<file path="config.mk">
export PLATFORM = sky130hd
export DESIGN_NAME = clk_stop_gate
export DESIGN_NICKNAME = d
export VERILOG_FILES = /design/src/rtl/clk_stop_gate.sv
export SDC_FILE = /design/constraint.sdc
export NUM_CORES = 1
export LEC_CHECK = 0
export BUFFER_PORTS_ARGS = -buffer_cell sky130_fd_sc_hd__buf_2
export CORE_AREA = 2 2 39 41
export DETAILED_ROUTE_END_ITERATION = 6
export DIE_AREA = 0 0 41 43
export PLACE_DENSITY = 0.53
export SYNTH_ARGS = -nofsm -noshare
export SYNTH_HDL_FRONTEND = slang
export SYNTH_SLANG_ARGS = --single-unit
</file>
<file path="constraint.sdc">
create_clock -name clk_in -period 0.8 [get_ports clk_in]
set_input_delay 0.16 -clock clk_in [delete_from_list [all_inputs] [get_ports clk_in]]
set_output_delay 0.16 -clock clk_in [all_outputs]
set_load 0.02 [all_outputs]
</file>
<file path="src/rtl/clk_stop_gate.sv">
module clk_stop_gate #(
  parameter int NUM_OUT = 4,
  parameter logic [NUM_OUT-1:0] FIXED_FREE = NUM_OUT'(1),
  parameter int PROG_FREE_IDX = NUM_OUT - 1
) (
  input  logic               clk_in,
  input  logic               rst_n,
  input  logic               mode_mobile,
  input  logic               pin_in,
  input  logic [NUM_OUT-1:0] out_en,
  input  logic               free_run_sel,
  input  logic               spare_en,
  output logic [NUM_OUT-1:0] clk_out,
  output logic               pin_out,
  output logic               pin_oe
);

  logic               run_req;
  logic [1:0]         sync_q;
  logic [NUM_OUT-1:0] free_vec;
  logic [NUM_OUT-1:0] gate_d;
  logic [NUM_OUT-1:0] gate_q;
  logic               spare_q;
  logic               stop_act;

  assign run_req  = ~mode_mobile | pin_in;
  assign stop_act = ~run_req;
  assign free_vec = FIXED_FREE | ({{(NUM_OUT-1){1'b0}}, free_run_sel} << PROG_FREE_IDX);
  assign gate_d   = out_en & ({NUM_OUT{sync_q[1]}} | free_vec);

  always_ff @(posedge clk_in or negedge rst_n)
    if (!rst_n) sync_q <= 2'b11;
    else        sync_q <= {sync_q[0], run_req};

  always_ff @(negedge clk_in or negedge rst_n)
    if (!rst_n) begin
      gate_q  <= '0;
      spare_q <= 1'b0;
    end else begin
      gate_q  <= gate_d;
      spare_q <= ~mode_mobile & spare_en;
    end

  assign clk_out = {NUM_OUT{clk_in}} & gate_q;
  assign pin_out = clk_in & spare_q;
  assign pin_oe  = ~mode_mobile;

  AST_OFF_LATENCY: assert property (@(negedge clk_in) disable iff (!rst_n)
    ($past(rst_n,3) && $past(stop_act,3) && $past(stop_act,2) && $past(stop_act,1) && stop_act)
    |-> ((clk_out & ~$past(free_vec)) == '0));

  AST_ON_LATENCY: assert property (@(negedge clk_in) disable iff (!rst_n)
    ($past(rst_n,3) && $past(run_req,3) && $past(run_req,2) && $past(run_req,1) && run_req)
    |-> (clk_out == $past(out_en)));

  AST_FREE_RUN: assert property (@(negedge clk_in) disable iff (!rst_n)
    $past(rst_n) |-> ((clk_out & $past(out_en & free_vec)) == $past(out_en & free_vec)));

  AST_DISABLED_LOW: assert property (@(negedge clk_in) disable iff (!rst_n)
    $past(rst_n) |-> ((clk_out & ~$past(out_en)) == '0));

  AST_PIN_QUIET: assert property (@(negedge clk_in) disable iff (!rst_n)
    ($past(rst_n) && $past(mode_mobile)) |-> !pin_out);

endmodule

</file>
Word level (Yosys, flattened, before mapping)
Index checks and enable logic that the tools add are counted.

Word-level logic and storage cells: 10. Register bits: 7. Input port bits: 10.

Bitwise gates (word level): 7.

Operators with widths (number): $and A4 B4 Y4 (2); $or A4 B4 Y4 (1); $and A1 B1 Y1 (2); $not A1 Y1 (1); $or A1 B1 Y1 (1).

Logic depth before layout (Yosys ltp)
Gate-level depths: netlist (run 1).

Depth in word-level cells: 2. Depth in mapped cells: 1. Gate-level depth less buffers: 1.

==> results of run 1 <==
==> power breakdown <==
group	switching (W)	internal, W
clock network	0.000473	0.000920
registers	0.00000633	0.000381
logic	0.0000223	0.0000392
==> area by class of cell <==
cell class	count	area, um2	share of cell area (%)
Clock inverter	1	17.5	3.57
Multi-Input combinational cell	10	81.3	16.6
Tap cell	16	20.0	4.08
Inverter	1	3.75	0.765
Sequential cell	7	178	36.2
Clock buffer	13	113	23.0
Timing Repair Buffer	13	77.6	15.8
==> sequential cells by signal, indices dropped and copies added, names as in the netlist <==
| name | count |
|---|---|
| gate_q | 4 |
| spare_q | 1 |
| sync_q | 2 |
==> timing repair <==
item | 4_1_cts | 5_1_grt
setup buffers | 0 | 0
endpoints found under the hold margin | 8 | 0
cloned | 0 | 0
hold buffers | 2 | 0
resized for setup | 12 | 0
setup endpoints to repair | 13 | 13
==> cells in the mapped netlist, drive strengths merged <==
cell	number	share of area, %
nand2b	1	2.6
dfrtn	5	51
dfstp	2	21
inv	1	1.5
nor2b	1	2.6
o21a	1	3.1
and2	7	18
==> metrics by stage <==
step	cells	worst slack (ps)	hold slack (ps)
floorplan	18	-282	12.2
global placement	50	-385	207
detailed placement	50	-389	213
CTS	61	-760	32.2
global route	61	-786	48.4
finish	61	-751	43.5
==> cells by family after synthesis <==
kind of cell	share of synthesized area [%]
and+or+nand+nor	23.0
DFF	72.4
AOI/OAI and AO/OA	3.06
buffers and inverters	1.53
==> how the worst max path moves through the flow <==
stage                       endpoint  startpoint  cells after the start
after global placement    clk_out[3]   gate_q[3]                      2
after detailed placement     pin_out     spare_q                      2
after floorplan           clk_out[0]   gate_q[0]                      1
after global routing         pin_out     spare_q                      2
final                        pin_out     spare_q                      2
after CTS                    pin_out     spare_q                      2
==> critical path: cells and delay by family, from the launching register on <==
family        cells  cell delay (ps)
simple gates      1              130
buf+inv           1              110
flops             1              380
==> layer usage <==
layer  vias to the layer above  track usage (%)  share of wire [%]
met5                         -                0                  0
met1                        96             5.92                 35
met2                        20             5.94                 43
met4                         0             18.0                1.5
li1                        108                -                  -
met3                         2             8.90                 20
==> summary.md, run 1 <==
| Metric | Value |
|---|---|
| Die width | 41 um |
| Utilization after layout | 35.4% |
| Worst Hold Launch | mode_mobile |
| Number of iterations in the first detailed-routing pass | 1 |
| Syn nets | 28 |
| Nets | 55 |
| Tightest Pin Transition | 158 ps |
| Final Cell Area | 490 um2 |
| Crit start category | flip-flop |
| Max stage delay on crit path | 380 ps |
| Grt ovf | 0 |
| Register area share after synthesis | 72.4% |
| Setup crit end kind | output port |
| Critical R2R Launch | sync_q[1] |
| Gate Count Post-Synth | 18 |
| Slew margin rel. | 89.5% |
| RSZ-0062 raised after global routing | yes |
| Worst-case reg-to-reg path depth | 1 |
| Req. time, crit path | 640 ps |
| Clk slew on worst S/H paths | 50 ps |
| Most frequent cells in the layout | buf_2 (10), and2_4 (7), clkbuf_4 (7) |
| CP Cell Sequence | and2_4 -> buf_6 |
| Final Hold Fails | 0 |
| Filler cells | 145 |
| Max Slew Vio Count | 0 |
| N_diodes | 0 |
| Core area | 1380 um2 |
| Status | finished, violations left |
| Clock Latency Late Sink | 370 ps |
| Most common cell after layout, fill and taps aside | buf_2 |
| Global-route wire length before repair | 821 um |
| Post-Route WL | 521 um |
| Number of synthesized register bits | 7 |
| Post-placement cell area | 360 um2 |
| Min-Delay Path Class | in2reg |
| Global Route Usage Sum | 8.19% |
| Row cnt | 14 |
| Vias in the first global route | 281 |
| Max-cap violations | 0 |
| Worst Path Max Fanout | 1 |
| Max IR drop VDD | 923 uV |
| DRT iter0 DRCs | 0 |
| Worst Path Arrival | 1390 ps |
| RD Place Congestion | 0.493 |
| Finish-stage setup viols | 13 |
| Via density | 3.70 |
| Initial antenna violation count | 0 |
| CP Class | reg2out |
| Final worst setup slack | -751 ps |
| Post-Syn Area | 245 um2 |
| Largest net degree at the start of global routing | 8 |
| Die area | 1760 um2 |
| Synth unique cells | 7 |
| Synthesized area per cell | 13.6 um2 |
| Layout area overhead | 100% |
| Share of cells above drive strength 1 | 73.3% |
| Skew final | 20.8 ps |
| Initial Util | 17.7% |
| Worst r2r dst | gate_q[3] |
| Port buffer count | 15 |
| Hold Crit Endpoint | sync_q[0] |
| Routed wire length per instance | 8.54 um |
| Number of placed I/O pins | 16 |
| Slowest-stage cell, CP | dfrtn_1 |
| Number of warnings issued by yosys | 0 |
| Die Ht | 43 um |
| Register-to-register path setup slack | -270 ps |
| Via count | 226 |
| TritonCTS clock tree | yes |
| Remaining antenna violation count | 0 |
| Leakage | 0.255 nW |
| Post-route DRC violation count | 0 |
| PD cells | 3760 nW/um2 |
| Final Power | 0.00184 W |
| Hold path cells | 3 |
| Sum of negative setup slack | -4440 ps |
| Failing checks | setup timing |
Note: power is estimated with default switching activity, not from simulation.
==> inputs of run 2 (changes only) <==
PLACE_DENSITY = 0.51   (was 0.53)
clock period = 1.61 ns   (was 0.8 ns; I/O delays follow)
==> run 2 against run 1 <==
Die area is the same; clock power shrank 50%; first-iteration DRC count grew 4; total power shrank 50%; critical path depth is the same; non-clock buffer count shrank 2; clock skew is essentially flat; worst hold slack gained 71 ps; via count shrank 3.5%; the run still ends with setup timing left; critical path type unchanged; clock-buffer cell count is the same.
==> summary.md, run 2 (same netlist as run 1, synthesis figures left out) <==
| Metric | Value |
|---|---|
| Share of cells above drive strength 1 | 69.8% |
| Tightest Pin Transition | 150 ps |
| Largest net degree at the start of global routing | 8 |
| Final Cell Area | 468 um2 |
| Clock Latency Late Sink | 380 ps |
| Hold Crit Endpoint | sync_q[0] |
| Crit start category | flip-flop |
| PD cells | 1960 nW/um2 |
| Critical R2R Launch | sync_q[1] |
| Skew final | 20.4 ps |
| Nets | 53 |
| Vias in the first global route | 252 |
| Post-CTS setup-driven buffer insertion count | 0 |
| CP Class | reg2out |
| Slowest-stage cell, CP | dfrtn_1 |
| Worst Path Max Fanout | 1 |
| Buf+Inv Stages, Crit Path | 1 |
| Die Ht | 43 um |
| Routed wire length per instance | 9.00 um |
| Met1 Use GR | 3.29% |
| Post-Route WL | 531 um |
| Hold path cells | 2 |
| Register-to-register path setup slack | 140 ps |
| Via density | 3.69 |
| Sum of negative setup slack | -2510 ps |
| Max stage delay on crit path | 380 ps |
| Cell family contributing the most delay on the critical path | flip-flops |
| Largest Register | gate_q |
| Max-cap violations | 0 |
| Global-route wire length before repair | 807 um |
| Met3 Use GR | 20.9% |
| Post-Layout Cell Count | 59 |
| Placed cell count | 49 |
| Max IR drop VDD | 792 uV |
| Port buffer count | 15 |
| N_diodes | 0 |
| Number of placed I/O pins | 16 |
| Final worst setup slack | -507 ps |
| Post-DP HPWL | 310 um |
| Remaining antenna violation count | 0 |
| Max Slew Vio Count | 0 |
| Worst Hold Launch | mode_mobile |
| RD Place Congestion | 0.571 |
| Most frequent cells in the layout | buf_2 (10), clkbuf_4 (7), and2_4 (5), dfrtn_1 (5), buf_6 (5) |
| RSZ-0062 raised after global routing | yes |
| Number of iterations in the first detailed-routing pass | 2 |
| Largest register FFs | 4 |
| Area of the multi-input gates | 76.3 um2 |
| Register area | 178 um2 |
| Met2 usage | 7.50% |
| Clk slew on worst S/H paths | 50 ps |
| Grt ovf | 0 |
| Finish-stage setup viols | 10 |
| DRT iter0 DRCs | 4 |
| Via count | 218 |
| CP Cell Sequence | and2_4 -> buf_6 |
| Top Usage Layer GRT | met3 |
| Global Route Usage Sum | 9.71% |
| Leakage | 0.242 nW |
| Row cnt | 14 |
| Slew margin rel. | 90.0% |
| Worst-case reg-to-reg path depth | 1 |
| Worst Path Arrival | 1790 ps |
| Die area | 1760 um2 |
| Failing checks | setup timing |
| TritonCTS clock tree | yes |
| Setup crit end kind | output port |
| Initial antenna violation count | 0 |
| Final Power | 0.000916 W |
| Post-placement cell area | 353 um2 |
| Post-route DRC violation count | 0 |
| Core area | 1380 um2 |
| Worst r2r dst | gate_q[3] |
| Initial Util | 17.7% |
| Status | finished, violations left |
| Min-Delay Path Class | in2reg |
| Most common cell after layout, fill and taps aside | buf_2 |
| Filler cells | 140 |
| Levels on crit path | 2 |
| Layout area overhead | 90.8% |
| Regs by FF count | gate_q (4), sync_q (2), spare_q (1) |
| Final Hold Fails | 0 |
| Die width | 41 um |
| Req. time, crit path | 1290 ps |
[run 2: cell type report]
| cell class | instances | area share, % |
|---|---|---|
| Sequential cell | 7 | 38.0 |
| Clock buffer | 13 | 24.1 |
| Multi-Input combinational cell | 10 | 16.3 |
| Timing Repair Buffer | 11 | 12.8 |
| Tap cell | 16 | 4.28 |
| Clock inverter | 1 | 3.74 |
| Inverter | 1 | 0.802 |
[run 2: worst max-delay path by stage]
| stage | startpoint | to | slack [ps] |
|---|---|---|---|
| after floorplan | gate_q[0] | clk_out[0] | -40 |
| after global placement | gate_q[2] | clk_out[2] | -140 |
| after detailed placement | gate_q[2] | clk_out[2] | -150 |
| after CTS | spare_q | pin_out | -520 |
| after global routing | gate_q[2] | clk_out[2] | -550 |
| final | spare_q | pin_out | -510 |
[run 2: power breakdown]
part           internal [W]  switching [W]
combinational     0.0000140      0.0000107
sequential         0.000189     0.00000265
clock              0.000458       0.000241
[run 2: per-stage QoR]
step	hold WS, ps	setup slack, ps	util [%]
2_1_floorplan	174	-39.0	-
3_3_place_gp	346	-141	25.5
3_5_place_dp	347	-148	25.5
4_1_cts	108	-522	33.8
5_1_grt	118	-549	33.8
6_report	115	-507	33.8
[run 2: layer usage]
layer / vias up / routed length (um)
met5: - / 0
met4: 0 / 8
met3: 2 / 92
met2: 19 / 253
met1: 93 / 176
li1: 104 / -
[run 2: what timing repair did]
action	in CTS	in global routing
hold endpoints to repair	2	0
resized for setup	10	0
setup endpoints to repair	10	10
hold buffers	1	0
